===== config.mk =====
export PLATFORM = sky130hd
export DESIGN_NAME = reseed_requester
export DESIGN_NICKNAME = d
export VERILOG_FILES = /design/src/rtl/reseed_pkg.sv /design/src/rtl/reseed_timer.sv /design/src/rtl/reseed_assembler.sv /design/src/rtl/reseed_fsm.sv /design/src/rtl/reseed_requester.sv
export SDC_FILE = /design/constraint.sdc
export NUM_CORES = 1
export LEC_CHECK = 0
export ABC_AREA = 1
export BUFFER_PORTS_ARGS = -buffer_cell sky130_fd_sc_hd__buf_2
export CORE_ASPECT_RATIO = 0.6
export CORE_MARGIN = 4
export CORE_UTILIZATION = 33
export CTS_CLUSTER_SIZE = 10
export DETAILED_ROUTE_END_ITERATION = 8
export PLACE_DENSITY = 0.61
export SLEW_MARGIN = 10
export SYNTH_ARGS = -nofsm -noshare
export SYNTH_HDL_FRONTEND = slang
export SYNTH_HIERARCHICAL = 1
export SYNTH_SLANG_ARGS = --single-unit

===== constraint.sdc =====
create_clock -name clk -period 8.4 [get_ports clk]
set_clock_uncertainty 0.05 [all_clocks]
set_input_delay 0.84 -clock clk [delete_from_list [all_inputs] [get_ports clk]]
set_output_delay 0.84 -clock clk [all_outputs]
set_load 0.01 [all_outputs]

===== src/rtl/reseed_pkg.sv =====
// Shared definitions for the entropy refresh requester.
// Assumes: one clock domain, handshake synchronous to it.
package reseed_pkg;
    localparam int DEF_WORD_W   = 64;
    localparam int DEF_CNT_W    = 16;
    localparam int DEF_INTERVAL = 256;

    typedef enum logic [1:0] {
        PH_IDLE  = 2'd0,
        PH_FETCH = 2'd1,
        PH_WAIT  = 2'd2
    } phase_e;
endpackage


===== src/rtl/reseed_timer.sv =====
// Interval timer: counts cycles while run is high and flags expiry
// on the cycle that completes the programmed interval.
// Assumes: interval is stable during a wait; 0 is treated as 1.
module reseed_timer #(
    parameter int CNT_W = 16
) (
    input  logic             clk,
    input  logic             rst_n,
    input  logic             run,
    input  logic [CNT_W-1:0] interval,
    output logic             expire
);
    logic [CNT_W-1:0] count;
    logic [CNT_W:0]   next_count;

    // Next count value, one bit wider so the compare never wraps.
    always_comb begin
        next_count = {1'b0, count} + 1'b1;
        expire     = run && (next_count >= {1'b0, interval});
    end

    // Count while running, reset to zero when stopped or on expiry.
    always_ff @(posedge clk) begin
        if (!rst_n || !run || expire) begin
            count <= '0;
        end else begin
            count <= next_count[CNT_W-1:0];
        end
    end

    // the count never runs past the programmed interval.
    assert_count_bounded_R6: assert property (@(posedge clk) disable iff (!rst_n)
        run |-> (count == '0 || count < interval));
endmodule


===== src/rtl/reseed_assembler.sv =====
// Word assembler: keeps the low word of a pair and publishes the
// full value with a one-cycle done pulse when the high word arrives.
// Assumes: take_lo and take_hi are never high together.
module reseed_assembler #(
    parameter int WORD_W = 64,
    localparam int SEED_W = 2 * WORD_W
) (
    input  logic              clk,
    input  logic              rst_n,
    input  logic              clear,
    input  logic              take_lo,
    input  logic              take_hi,
    input  logic [WORD_W-1:0] word_in,
    output logic [SEED_W-1:0] seed_out,
    output logic              seed_done
);
    logic [WORD_W-1:0] low_word;

    // Hold the first word of a pair; clear it on abort or restart.
    always_ff @(posedge clk) begin
        if (!rst_n || clear) begin
            low_word <= '0;
        end else if (take_lo) begin
            low_word <= word_in;
        end
    end

    // Publish the full value and pulse done when the second word lands.
    always_ff @(posedge clk) begin
        if (!rst_n) begin
            seed_out  <= '0;
            seed_done <= 1'b0;
        end else begin
            seed_done <= take_hi;
            if (take_hi) begin
                seed_out <= {word_in, low_word};
            end
        end
    end

    // done is a single-cycle pulse.
    assert_done_pulse_R4: assert property (@(posedge clk) disable iff (!rst_n)
        seed_done |=> !seed_done);
    // the published value only changes together with done.
    assert_seed_stable_R4: assert property (@(posedge clk) disable iff (!rst_n)
        !take_hi |=> $stable(seed_out));
endmodule


===== src/rtl/reseed_fsm.sv =====
// Sequencer: idle until started, then alternates between fetching a
// pair of words and waiting for the interval timer.
// Assumes: ack is only meaningful while req is high.
module reseed_fsm
    import reseed_pkg::*;
(
    input  logic clk,
    input  logic rst_n,
    input  logic enable,
    input  logic start,
    input  logic ack,
    input  logic expire,
    output logic req,
    output logic run,
    output logic take_lo,
    output logic take_hi,
    output logic clear
);
    phase_e phase;
    logic   second;

    // Decode outputs from the phase and the word tracker.
    always_comb begin
        req     = (phase == PH_FETCH);
        run     = (phase == PH_WAIT);
        take_lo = enable && req && ack && !second;
        take_hi = enable && req && ack && second;
        clear   = !enable || (phase == PH_IDLE && start);
    end

    // Phase and word tracker update; enable low aborts to idle.
    always_ff @(posedge clk) begin
        if (!rst_n || !enable) begin
            phase  <= PH_IDLE;
            second <= 1'b0;
        end else begin
            unique case (phase)
                PH_IDLE: if (start) begin
                    phase  <= PH_FETCH;
                    second <= 1'b0;
                end
                PH_FETCH: if (ack) begin
                    if (second) begin
                        phase  <= PH_WAIT;
                        second <= 1'b0;
                    end else begin
                        second <= 1'b1;
                    end
                end
                PH_WAIT: if (expire) phase <= PH_FETCH;
                default: phase <= PH_IDLE;
            endcase
        end
    end

    // an unanswered request stays raised.
    assert_req_hold_R3: assert property (@(posedge clk) disable iff (!rst_n)
        (enable && req && !ack) |=> req);
    // the second request follows the first acknowledge at once.
    assert_second_req_R5: assert property (@(posedge clk) disable iff (!rst_n)
        take_lo |=> (req && enable) || !enable);
    // disable drops the request in the next cycle.
    assert_abort_R8: assert property (@(posedge clk) disable iff (!rst_n)
        !enable |=> !req);
    // a start pulse during a wait does not raise a request.
    assert_start_ignored_R9: assert property (@(posedge clk) disable iff (!rst_n)
        (run && !expire && start) |=> !req);
endmodule


===== src/rtl/reseed_requester.sv =====
// Top level of the periodic entropy refresh requester: joins the
// sequencer, the interval timer and the word assembler.
// Assumes: entropy handshake synchronous to clk.
module reseed_requester
    import reseed_pkg::*;
#(
    parameter int WORD_W = DEF_WORD_W,
    parameter int CNT_W  = DEF_CNT_W,
    localparam int SEED_W = 2 * WORD_W
) (
    input  logic              clk,
    input  logic              rst_n,
    input  logic              enable,
    input  logic              start,
    input  logic [CNT_W-1:0]  interval,
    output logic              req,
    input  logic              ack,
    input  logic [WORD_W-1:0] data_in,
    output logic [SEED_W-1:0] seed_out,
    output logic              seed_done
);
    logic run, expire, take_lo, take_hi, clear;

    reseed_fsm u_fsm (
        .clk(clk), .rst_n(rst_n), .enable(enable), .start(start),
        .ack(ack), .expire(expire), .req(req), .run(run),
        .take_lo(take_lo), .take_hi(take_hi), .clear(clear)
    );

    reseed_timer #(.CNT_W(CNT_W)) u_timer (
        .clk(clk), .rst_n(rst_n), .run(run),
        .interval(interval), .expire(expire)
    );

    reseed_assembler #(.WORD_W(WORD_W)) u_asm (
        .clk(clk), .rst_n(rst_n), .clear(clear), .take_lo(take_lo),
        .take_hi(take_hi), .word_in(data_in),
        .seed_out(seed_out), .seed_done(seed_done)
    );

    // timer expiry during a wait raises the next request.
    assert_expire_req_R6: assert property (@(posedge clk) disable iff (!rst_n)
        (enable && run && expire) |=> req);
    // the timer never runs while a fetch is outstanding.
    assert_timer_idle_R7: assert property (@(posedge clk) disable iff (!rst_n)
        req |-> !expire);
endmodule


## After elaboration in Yosys (flattened, before gate mapping)

Cells that the tools add are included.

| word-level totals | value |
|---|---|
| flip-flop bits (word level) | 212 |
| latch bits | 0 |
| bits in writable memories | 0 |
| bits in read-only memories | 0 |
| input port bits | 85 |
| output and inout bits | 130 |
| memories kept | 0 |

| cells by class | value |
|---|---|
| add/subtract/negate cells | 1 |
| multiply operators | 0 |
| div/mod/pow operators | 0 |
| order comparisons | 1 |
| eq/ne operators | 6 |
| shifts and indexed selects | 0 |
| mux-type cells | 9 |
| bitwise logic cells | 0 |
| reductions and logical operators | 19 |

Operator list:

| kind | count |
|---|---|
| adder 16 x 1 -> 17 bit (second input constant) | 1 |
| greater-or-equal comparator 17 x 16 -> 1 bit | 1 |
| 2-to-1 mux 2 bit | 4 |
| logical AND 1 bit | 6 |
| case mux 2 bit (3 select lines) | 1 |
| logical OR 1 bit | 5 |
| logical NOT 1 bit | 4 |
| inequality test 2 x 1 -> 1 bit (second input constant) | 2 |
| inequality test 2 bit (second input constant) | 2 |
| AND reduction 4 bit | 1 |
| 2-to-1 mux 1 bit | 3 |
| AND reduction 3 bit | 1 |
| == test 2 x 1 -> 1 bit (second input constant) | 1 |
| == test 2 bit (second input constant) | 1 |
| logical NOT 2 bit | 1 |
| case mux 1 bit (2 select lines) | 1 |
| nonzero test 2 bit | 1 |

## Longest topological paths before layout

Gate-level depths: netlist of run 1.

| logic depth | value |
|---|---|
| depth after elaboration | 5 |
| mapped depth | 23 |
| gate-level depth less buffers | 23 |

## Cells and area by module

Netlist of run 1, hierarchy kept.

By module, submodules not included:

| module | instances | cells each | area each (sq um) | seq. area each (sq um) |
|---|---|---|---|---|
| reseed_assembler | 1 | 836 | 7039.3 | 3863.7 |
| reseed_timer | 1 | 194 | 1381.3 | 320.3 |
| reseed_fsm | 1 | 36 | 209.0 | 60.1 |

## Least setup slack after synthesis of run 1

No wires, ideal clock.

| path | value |
|---|---|
| path kind | register to register |
| start | register u_timer.count[0] |
| end | register u_fsm.phase[1] |
| library setup time | 0.115 ns |
| arrival | 2.577 ns |
| slack | 5.658 ns |
| cell stages (with the launch flop) | 20 |
| path buffers | 0 |
| clock period less this slack | 2.742 ns |
| path through | dfxtp_1 -> ha_1 -> nand2_1 -> nor2_4 -> nand4_1 -> xor2_1 -> inv_1 -> ha_1 -> a21oi_1 -> nor2_1 -> nor2_1 -> nand3_1 -> nor2_1 -> a21boi_0 -> inv_1 -> nand3_1 -> nand2_1 -> inv_1 -> a21oi_1 -> nor2_1 |

| on the way | value |
|---|---|
| word-level cells in the longest chain between the ends | 5 |

RTL lines:

| element | line | text |
|---|---|---|
| start: declaration | reseed_timer.sv:13 | `logic [CNT_W-1:0] count;` |
| start signal: assignment | reseed_timer.sv:27 | `count <= next_count[CNT_W-1:0];` |
| adder 16 x 1 -> 17 bit | reseed_timer.sv:18 | `next_count = {1'b0, count} + 1'b1;` |
| via u_timer.next_count[14] | reseed_timer.sv:14 | `logic [CNT_W:0] next_count;` |
| greater-or-equal comparator 17 x 16 -> 1 bit | reseed_timer.sv:19 | `expire = run && (next_count >= {1'b0, interval});` |
| logical AND 1 bit | reseed_timer.sv:19 |  |
| via expire | reseed_requester.sv:22 | `logic run, expire, take_lo, take_hi, clear;` |
| inequality test 2 bit (no line) | n/a |  |
| AND reduction 4 bit (no line) | n/a |  |
| end signal: assignment | reseed_fsm.sv:34 | `phase <= PH_IDLE;` |
| end signal: assignment | reseed_fsm.sv:39 | `phase <= PH_FETCH;` |
| end signal: assignment | reseed_fsm.sv:44 | `phase <= PH_WAIT;` |
| end: declaration | reseed_fsm.sv:19 | `phase_e phase;` |

The timed path passes the listed nets, and every way through them passes these cells.
A chain may end at the register's enable or synchronous reset.

## Worst setup path after layout of run 1

| path | value |
|---|---|
| start | register u_fsm.phase[0] |
| end | register u_asm.low_word[50] |

| on the way | value |
|---|---|
| word-level cells in the longest chain between the ends | 4 |
| elaborated cells between the ends (all ways) | 8 |

RTL lines:

| element | line | text |
|---|---|---|
| == test 2 x 1 -> 1 bit | reseed_fsm.sv:24 | `req = (phase == PH_FETCH);` |
| logical AND 1 bit (3 in a row) | reseed_fsm.sv:26 | `take_lo = enable && req && ack && !second;` |
| via take_lo | reseed_requester.sv:22 |  |
| end signal: assignment | reseed_assembler.sv:24 | `low_word <= word_in;` |
| end: declaration | reseed_assembler.sv:17 | `logic [WORD_W-1:0] low_word;` |

The timed path passes the listed nets, and every way through them passes these cells.

==> run_results.csv, run 1 <==
group,metric,value,unit
finish,fin_nets,1353,
die,rows,45,
clock_tree,htree_levels,1,
clock_tree,clockBufferDepth,3,
detailed_routing,routed_wl,23680,um
timing,hold_violations,0,
timing,tns,0,ps
detailed_routing,viasPerCell,4.579,
placement,io_buffer_count,214,
timing,slew_headroom,29.74,%
logic_synthesis,synthFlopType,"dfxtp_1",
die,initial_core_util,33.83,%
placement,hpwl,15380,um
logic_synthesis,synthAdderAreaFrac,2.465,%
clock_tree,clock_latency,520,ps
timing,timing.final.max_slew_violations,0,
logic_synthesis,avgSynthCellArea,8.095,um2
pwr,p_leak,0.004897,uW
timing,setup_violations,0,
detailed_routing,drt-initial-drc-count,326,
timing,worst_pin_slew,1053,ps
grt,grt_pass1_vias,6824,
timing,period_needed,3238,ps
logic_synthesis,ys_warn_count,6,
clock_tree,cts_buffers,25,
hold_path,hp-class,"reg2reg",
finish,syn_to_final_growth,20.01,%
logic_synthesis,synth_cell_type_count,31,
logic_synthesis,synth_top_family_by_area,"simple AND/OR/NAND/NOR gates",
logic_synthesis,synthMuxAreaShare,0,%
die,die_h,133.3,um
pwr,ir_drop,100.4,uV
logic_synthesis,synth_compound_area_share,12.35,%
clock_tree,postCtsSetupBuffers,0,
detailed_routing,vias,7358,
detailed_routing,drt_pre_antenna_iters,4,
die,die-width,216.8,um
logic_synthesis,synth-xor-area-share,0.9134,%
clock_tree,cts_sinks,212,
detailed_routing,drcViolationCount,0,
die,dieArea,0.02889,mm2
logic_synthesis,syn_inst,1066,
logic_synthesis,yosysTopAreaCellShare,49.18,%
timing,fin_crit_sh,38.55,%
placement,gp_congestion,0.8071,
timing,max_freq,0.3088,GHz
grt,grtUsageTotal,15.61,%
detailed_routing,wl_per_cell,14.73,um
clock_tree,cts-root-buf,"clkbuf_16",
timing,grt_setup_unrepaired,"false",
clock_tree,clk_pin_slew_worst_paths,50,ps
clock_tree,ctsHoldBuffers,0,
worst_setup_path,critPathArrivalTime,3540,ps
run,drv_cap,0,
logic_synthesis,synth_edf_count,0,
logic_synthesis,synth_simple_gate_area_share,26.23,%
clock_tree,cts_tree,"yes",
grt,grt.overflow.total,0,
die,core,0.02551,mm2
worst_setup_path,critical_path.max_fanout,65,
pwr,total_power,2021,uW
pwr,power_density,195.2,mW/mm2
die,io_pins,215,
logic_synthesis,syn_area,0.008630,mm2
worst_setup_path,crit_path_end_kind,"register",
grt,antenna_found_initial,0,
finish,antenna_cells,0,
logic_synthesis,post-synth-top-area-cell,"dfxtp_1",
grt,grt_max_degree,71,
logic_synthesis,synth_seq_cells,212,
worst_setup_path,startpoint_type,"register",
logic_synthesis,synthArstFlopShare,0,%
grt,grt_pass1_wl,37320,um
logic_synthesis,ys_top_cells_by_area,"dfxtp_1 (49%), nor2_1 (7.8%), nand2_1 (7.6%), nor2_2 (7.5%), o21ai_0 (6.5%)",
run_status,outcome,"completed",
worst_setup_path,crit_type,"reg2reg",
detailed_routing,detail-route-antenna-nets,0,
logic_synthesis,synth-seq-area-share,49.18,%
clock_tree,ctsResizeCount,0,
worst_setup_path,critPathRequiredTime,8700,ps
logic_synthesis,synth_nets,1168,
finish,layout-drive-gt1-share,30.04,%
-- cells by family (layout without fill, tap and decap cells) --
| family | after synthesis | in the layout |
|---|---|---|
| buffers and inverters | 127 | 316 |
| AOI/OAI and AO/OA | 208 | 208 |
| adders and majority gates | 17 | 17 |
| xor gates and xnor gates | 9 | 9 |
| and+or+nand+nor | 493 | 493 |
| DFF | 212 | 212 |
-- sequential cells by signal, summed over array words and instances, names as in the netlist --
signal and count:
u_fsm/phase 2, u_asm/low_word 64, u_asm/seed_out 128, u_timer/count 16
u_fsm/second 1, u_asm/seed_done 1
-- metal layers --
layer | track usage, % | wire (um) | up-vias | part of all wire [%]
met5 | 0 | 0 | - | 0
met4 | 3.552 | 478 | 0 | 2.0
met3 | 3.829 | 1470 | 33 | 6.2
met2 | 22.50 | 9576 | 182 | 40
met1 | 23.42 | 12150 | 3408 | 51
li1 | - | - | 3735 | -
-- cell usage after synthesis, types with 10 or more instances --
cell type and instances:
ha_1 17, nand3_1 11, buf_2 34, inv_1 62, nor2_1 180, nor2_2 103
o21ai_0 112, nor2_4 13, a21oi_1 69, buf_12 12, nand2_1 175, dfxtp_1 212
clkbuf_1 10, o21ai_1 18
-- layout make-up --
type,instances,area (um2)
Clock buffer,29,650.6
Clock inverter,2,13.76
Fill cell,2625,15150
Inverter,65,250.2
Multi-Input combinational cell,727,3638
Sequential cell,212,4244
Tap cell,352,440.4
Timing Repair Buffer,220,1119
-- placed cells by master, fill, tap and decap left out --
cell type / synthesis / layout
clkbuf_8: 0 / 1
clkbuf_1: 10 / 3
o21a_1: 1 / 1
nand4_1: 4 / 4
buf_2: 34 / 213
inv_6: 1 / 2
xor2_1: 5 / 5
o21ai_0: 112 / 112
clkinv_2: 0 / 2
nand2_1: 175 / 174
a21o_2: 1 / 1
nand3_1: 11 / 11
clkbuf_16: 0 / 25
o21ai_2: 1 / 1
nand3_4: 1 / 1
nor2_1: 180 / 178
inv_1: 62 / 62
buf_4: 0 / 7
a21oi_1: 69 / 69
dfxtp_1: 212 / 212
a21boi_0: 2 / 2
o21bai_1: 1 / 1
ha_1: 17 / 17
o21ai_1: 18 / 18
nor3_1: 2 / 2
inv_2: 2 / 1
a21o_1: 2 / 2
nand3_2: 2 / 2
xnor2_1: 4 / 4
nor2_2: 103 / 103
nor2_4: 13 / 15
nand2_2: 2 / 3
a211oi_1: 1 / 1
-- critical path: stages, from the launching register on --
cell	delay [ps]
dfxtp_1	410
inv_2	70
nor2_4	110
nand3_1	200
nor2_4	120
buf_4	630
clkinv_2	1050
nand2_1	280
a21oi_1	100
-- path summary, 6_finish.rpt --
check	start	endpoint	slack, ps	cells past startpoint
worst max register to register	u_fsm/phase[0]$_SDFFE_PP0P_	u_asm/low_word[50]$_SDFFE_PP0P_	5160	8
worst min-delay path	u_asm/low_word[2]$_SDFFE_PP0P_	u_asm/low_word[2]$_SDFFE_PP0P_	410	2
worst min register to register	u_asm/low_word[2]$_SDFFE_PP0P_	u_asm/low_word[2]$_SDFFE_PP0P_	410	2
worst max-delay path	u_fsm/phase[0]$_SDFFE_PP0P_	u_asm/low_word[50]$_SDFFE_PP0P_	5160	8
-- power breakdown --
group	internal, uW	total (uW)	switching [uW]	leakage (uW)
Clock	538	927	389	0.000327
Sequential	1010	1010	3.24	0.00171
Combinational	27.6	81.0	53.4	0.00286
-- stage by stage --
stage	cells	worst slack, ps	hold WS, ps	utilization, %	instance area (um2)
2_1_floorplan	1066	5658	391.3	-	8630
3_3_place_gp	1576	4959	400.1	37.99	9691
3_5_place_dp	1576	4940	407.0	37.99	9691
4_1_cts	1607	5238	414.8	40.60	10350
5_1_grt	1607	4859	424.1	40.60	10360
6_report	1607	5162	411.1	40.60	10360
(Power assumes the default switching activity.)
==> run 2: changes to the inputs <==
clock period = 3.4 ns   (was 8.4 ns; I/O delays follow)
==> run 2 against run 1 <==
  * Fmax rose by 5.5%
  * Global-route usage rose by 0.19 points
  * Utilization rose by 1.7 points
  * Via count rose by 0.64%
  * Sequential cell count did not move
  * Clock power rose to 2.6 times the previous value
  * Sequential share of layout area fell by 1.6 points
  * Critical path depth rose by 13
  * Cell count rose by 2.2%
  * Cell area rose by 4.1%
  * Critical endpoint is now u_fsm/phase[1]$_SDFFE_PP0P_
  * Largest power group unchanged
==> run_results.csv, run 2 (same netlist as run 1, synthesis figures left out) <==
group,metric,value,unit
die,rows,45,
timing,tns,0,ps
worst_setup_path,startpoint_type,"register",
run_status,outcome,"completed",
detailed_routing,wl_per_cell,14.50,um
timing,fin_crit_sh,90.28,%
clock_tree,cts_tree,"yes",
finish,fin_nets,1390,
clock_tree,cts_buffers,25,
timing,worst_pin_slew,941.5,ps
placement,hpwl,15430,um
placement,gp_congestion,0.7953,
finish,layout-drive-gt1-share,29.53,%
finish,finish.utilization,42.28,%
detailed_routing,drt-initial-drc-count,470,
run,drv_cap,0,
placement,postPlaceCellArea,0.009718,mm2
grt,grt_max_degree,130,
finish,fin_cells,1642,
grt,grt_pass1_wl,38230,um
worst_setup_path,crit_path_end_kind,"register",
timing,whs,22.40,ps
finish,final_area,0.01078,mm2
timing,setup_violations,0,
clock_tree,cts_sinks,212,
die,initial_core_util,33.83,%
finish,regMostFlops,"u_asm/seed_out",
detailed_routing,vias,7405,
placement,io_buffer_count,214,
detailed_routing,viasPerCell,4.510,
worst_setup_path,crit_type,"reg2reg",
detailed_routing,drt_pre_antenna_iters,4,
pwr,p_leak,0.005074,uW
die,io_pins,215,
die,die-width,216.8,um
placement,place_inst,1578,
die,core,0.02551,mm2
clock_tree,clockBufferDepth,3,
finish,syn_to_final_growth,24.97,%
grt,grtUsageTotal,15.80,%
detailed_routing,detail-route-antenna-nets,0,
grt,grt_pass1_vias,7279,
timing,grt_setup_unrepaired,"false",
worst_setup_path,critical_path.max_fanout,6,
timing,period_needed,3070,ps
detailed_routing,routed_wl,23800,um
hold_path,hp-class,"in2reg",
finish,top_regs,"u_asm/seed_out x128, u_asm/low_word x64, u_timer/count x16",
finish,final_common_cell,"buf_2",
timing,max_freq,0.3258,GHz
finish,largest_register_ffs,128,
pwr,power_density,476.7,mW/mm2
worst_setup_path,critPathArrivalTime,3430,ps
pwr,ir_drop,301.6,uV
clock_tree,clock_latency,530,ps
grt,grt.overflow.total,0,
timing,slew_headroom,37.01,%
worst_setup_path,critPathRequiredTime,3760,ps
finish,antenna_cells,0,
die,dieArea,0.02889,mm2
detailed_routing,drcViolationCount,0,
timing,hold_violations,0,
clock_tree,cts-root-buf,"clkbuf_16",
timing,timing.final.max_slew_violations,0,
grt,antenna_found_initial,1,
clock_tree,clk_pin_slew_worst_paths,60,ps
clock_tree,htree_levels,1,
die,die_h,133.3,um
finish,final_cell_mix,"buf_2 (213), dfxtp_1 (212), nor2_1 (178)",
-- run 2: final timing paths --
| check | startpoint | to | slack [ps] | cells after the start |
|---|---|---|---|---|
| worst max-delay path | u_timer/count[0]$_SDFF_PP0_ | u_fsm/phase[1]$_SDFFE_PP0P_ | 330 | 21 |
| worst min-delay path | data_in[26] | u_asm/seed_out[90]$_SDFFE_PN0P_ | 20 | 3 |
| worst min register to register | u_asm/low_word[2]$_SDFFE_PP0P_ | u_asm/low_word[2]$_SDFFE_PP0P_ | 410 | 2 |
| worst max register to register | u_timer/count[0]$_SDFF_PP0_ | u_fsm/phase[1]$_SDFFE_PP0P_ | 330 | 21 |
-- run 2: what timing repair did --
item,CTS,global route
hold buffers,35,0
buffers inserted,0,0
endpoints found under the hold margin,35,0
resized for setup,0,2
setup endpoints to repair,0,1
-- run 2: power breakdown --
group	total (uW)	switching, uW	internal (uW)
Clock	2400	980	1420
Combinational	233	138	95.5
Sequential	2500	7.84	2500
Total	5140	1130	4020
-- run 2: cell type report --
class / instances / area, um2
fillers: 2613 / 14720
flip-flops and latches: 212 / 4244
multi-input cells: 727 / 3651
repair buffers: 257 / 1496
clock buffers: 27 / 653.1
well taps: 352 / 440.4
inverters: 65 / 249.0
clock inverters: 2 / 50.05
-- run 2: routing by layer --
layer / GRT usage [%] / up-vias / part of all wire [%]
met5: 0 / - / 0.042
met2: 23.51 / 159 / 42
li1: - / 3793 / -
met1: 23.50 / 3419 / 51
met3: 3.761 / 32 / 5.6
met4: 2.771 / 2 / 1.5
-- run 2: through the flow --
| stage | setup slack (ps) | power (uW) |
|---|---|---|
| after floorplan | 658.4 | 2656 |
| after global placement | 403.9 | 2759 |
| after detailed placement | 349.5 | 2761 |
| after CTS | 334.2 | 5232 |
| after global routing | 40.99 | 5359 |
| final | 330.4 | 5141 |
-- run 2: worst max-delay path, cell delays in order, from the launching register on --
cell	delay, ps
dfxtp_1	440
ha_1	220
nand2_1	110
nor2_4	170
nand3_2	120
xor2_1	310
inv_1	90
ha_1	300
nand2_1	60
inv_1	60
nand2_1	70
nor2_1	50
nand2_1	60
nand3_1	70
nor2_1	200
a21boi_0	130
inv_1	70
nand3_1	60
nand2_1	90
inv_1	50
a21oi_1	120
nor2_1	60
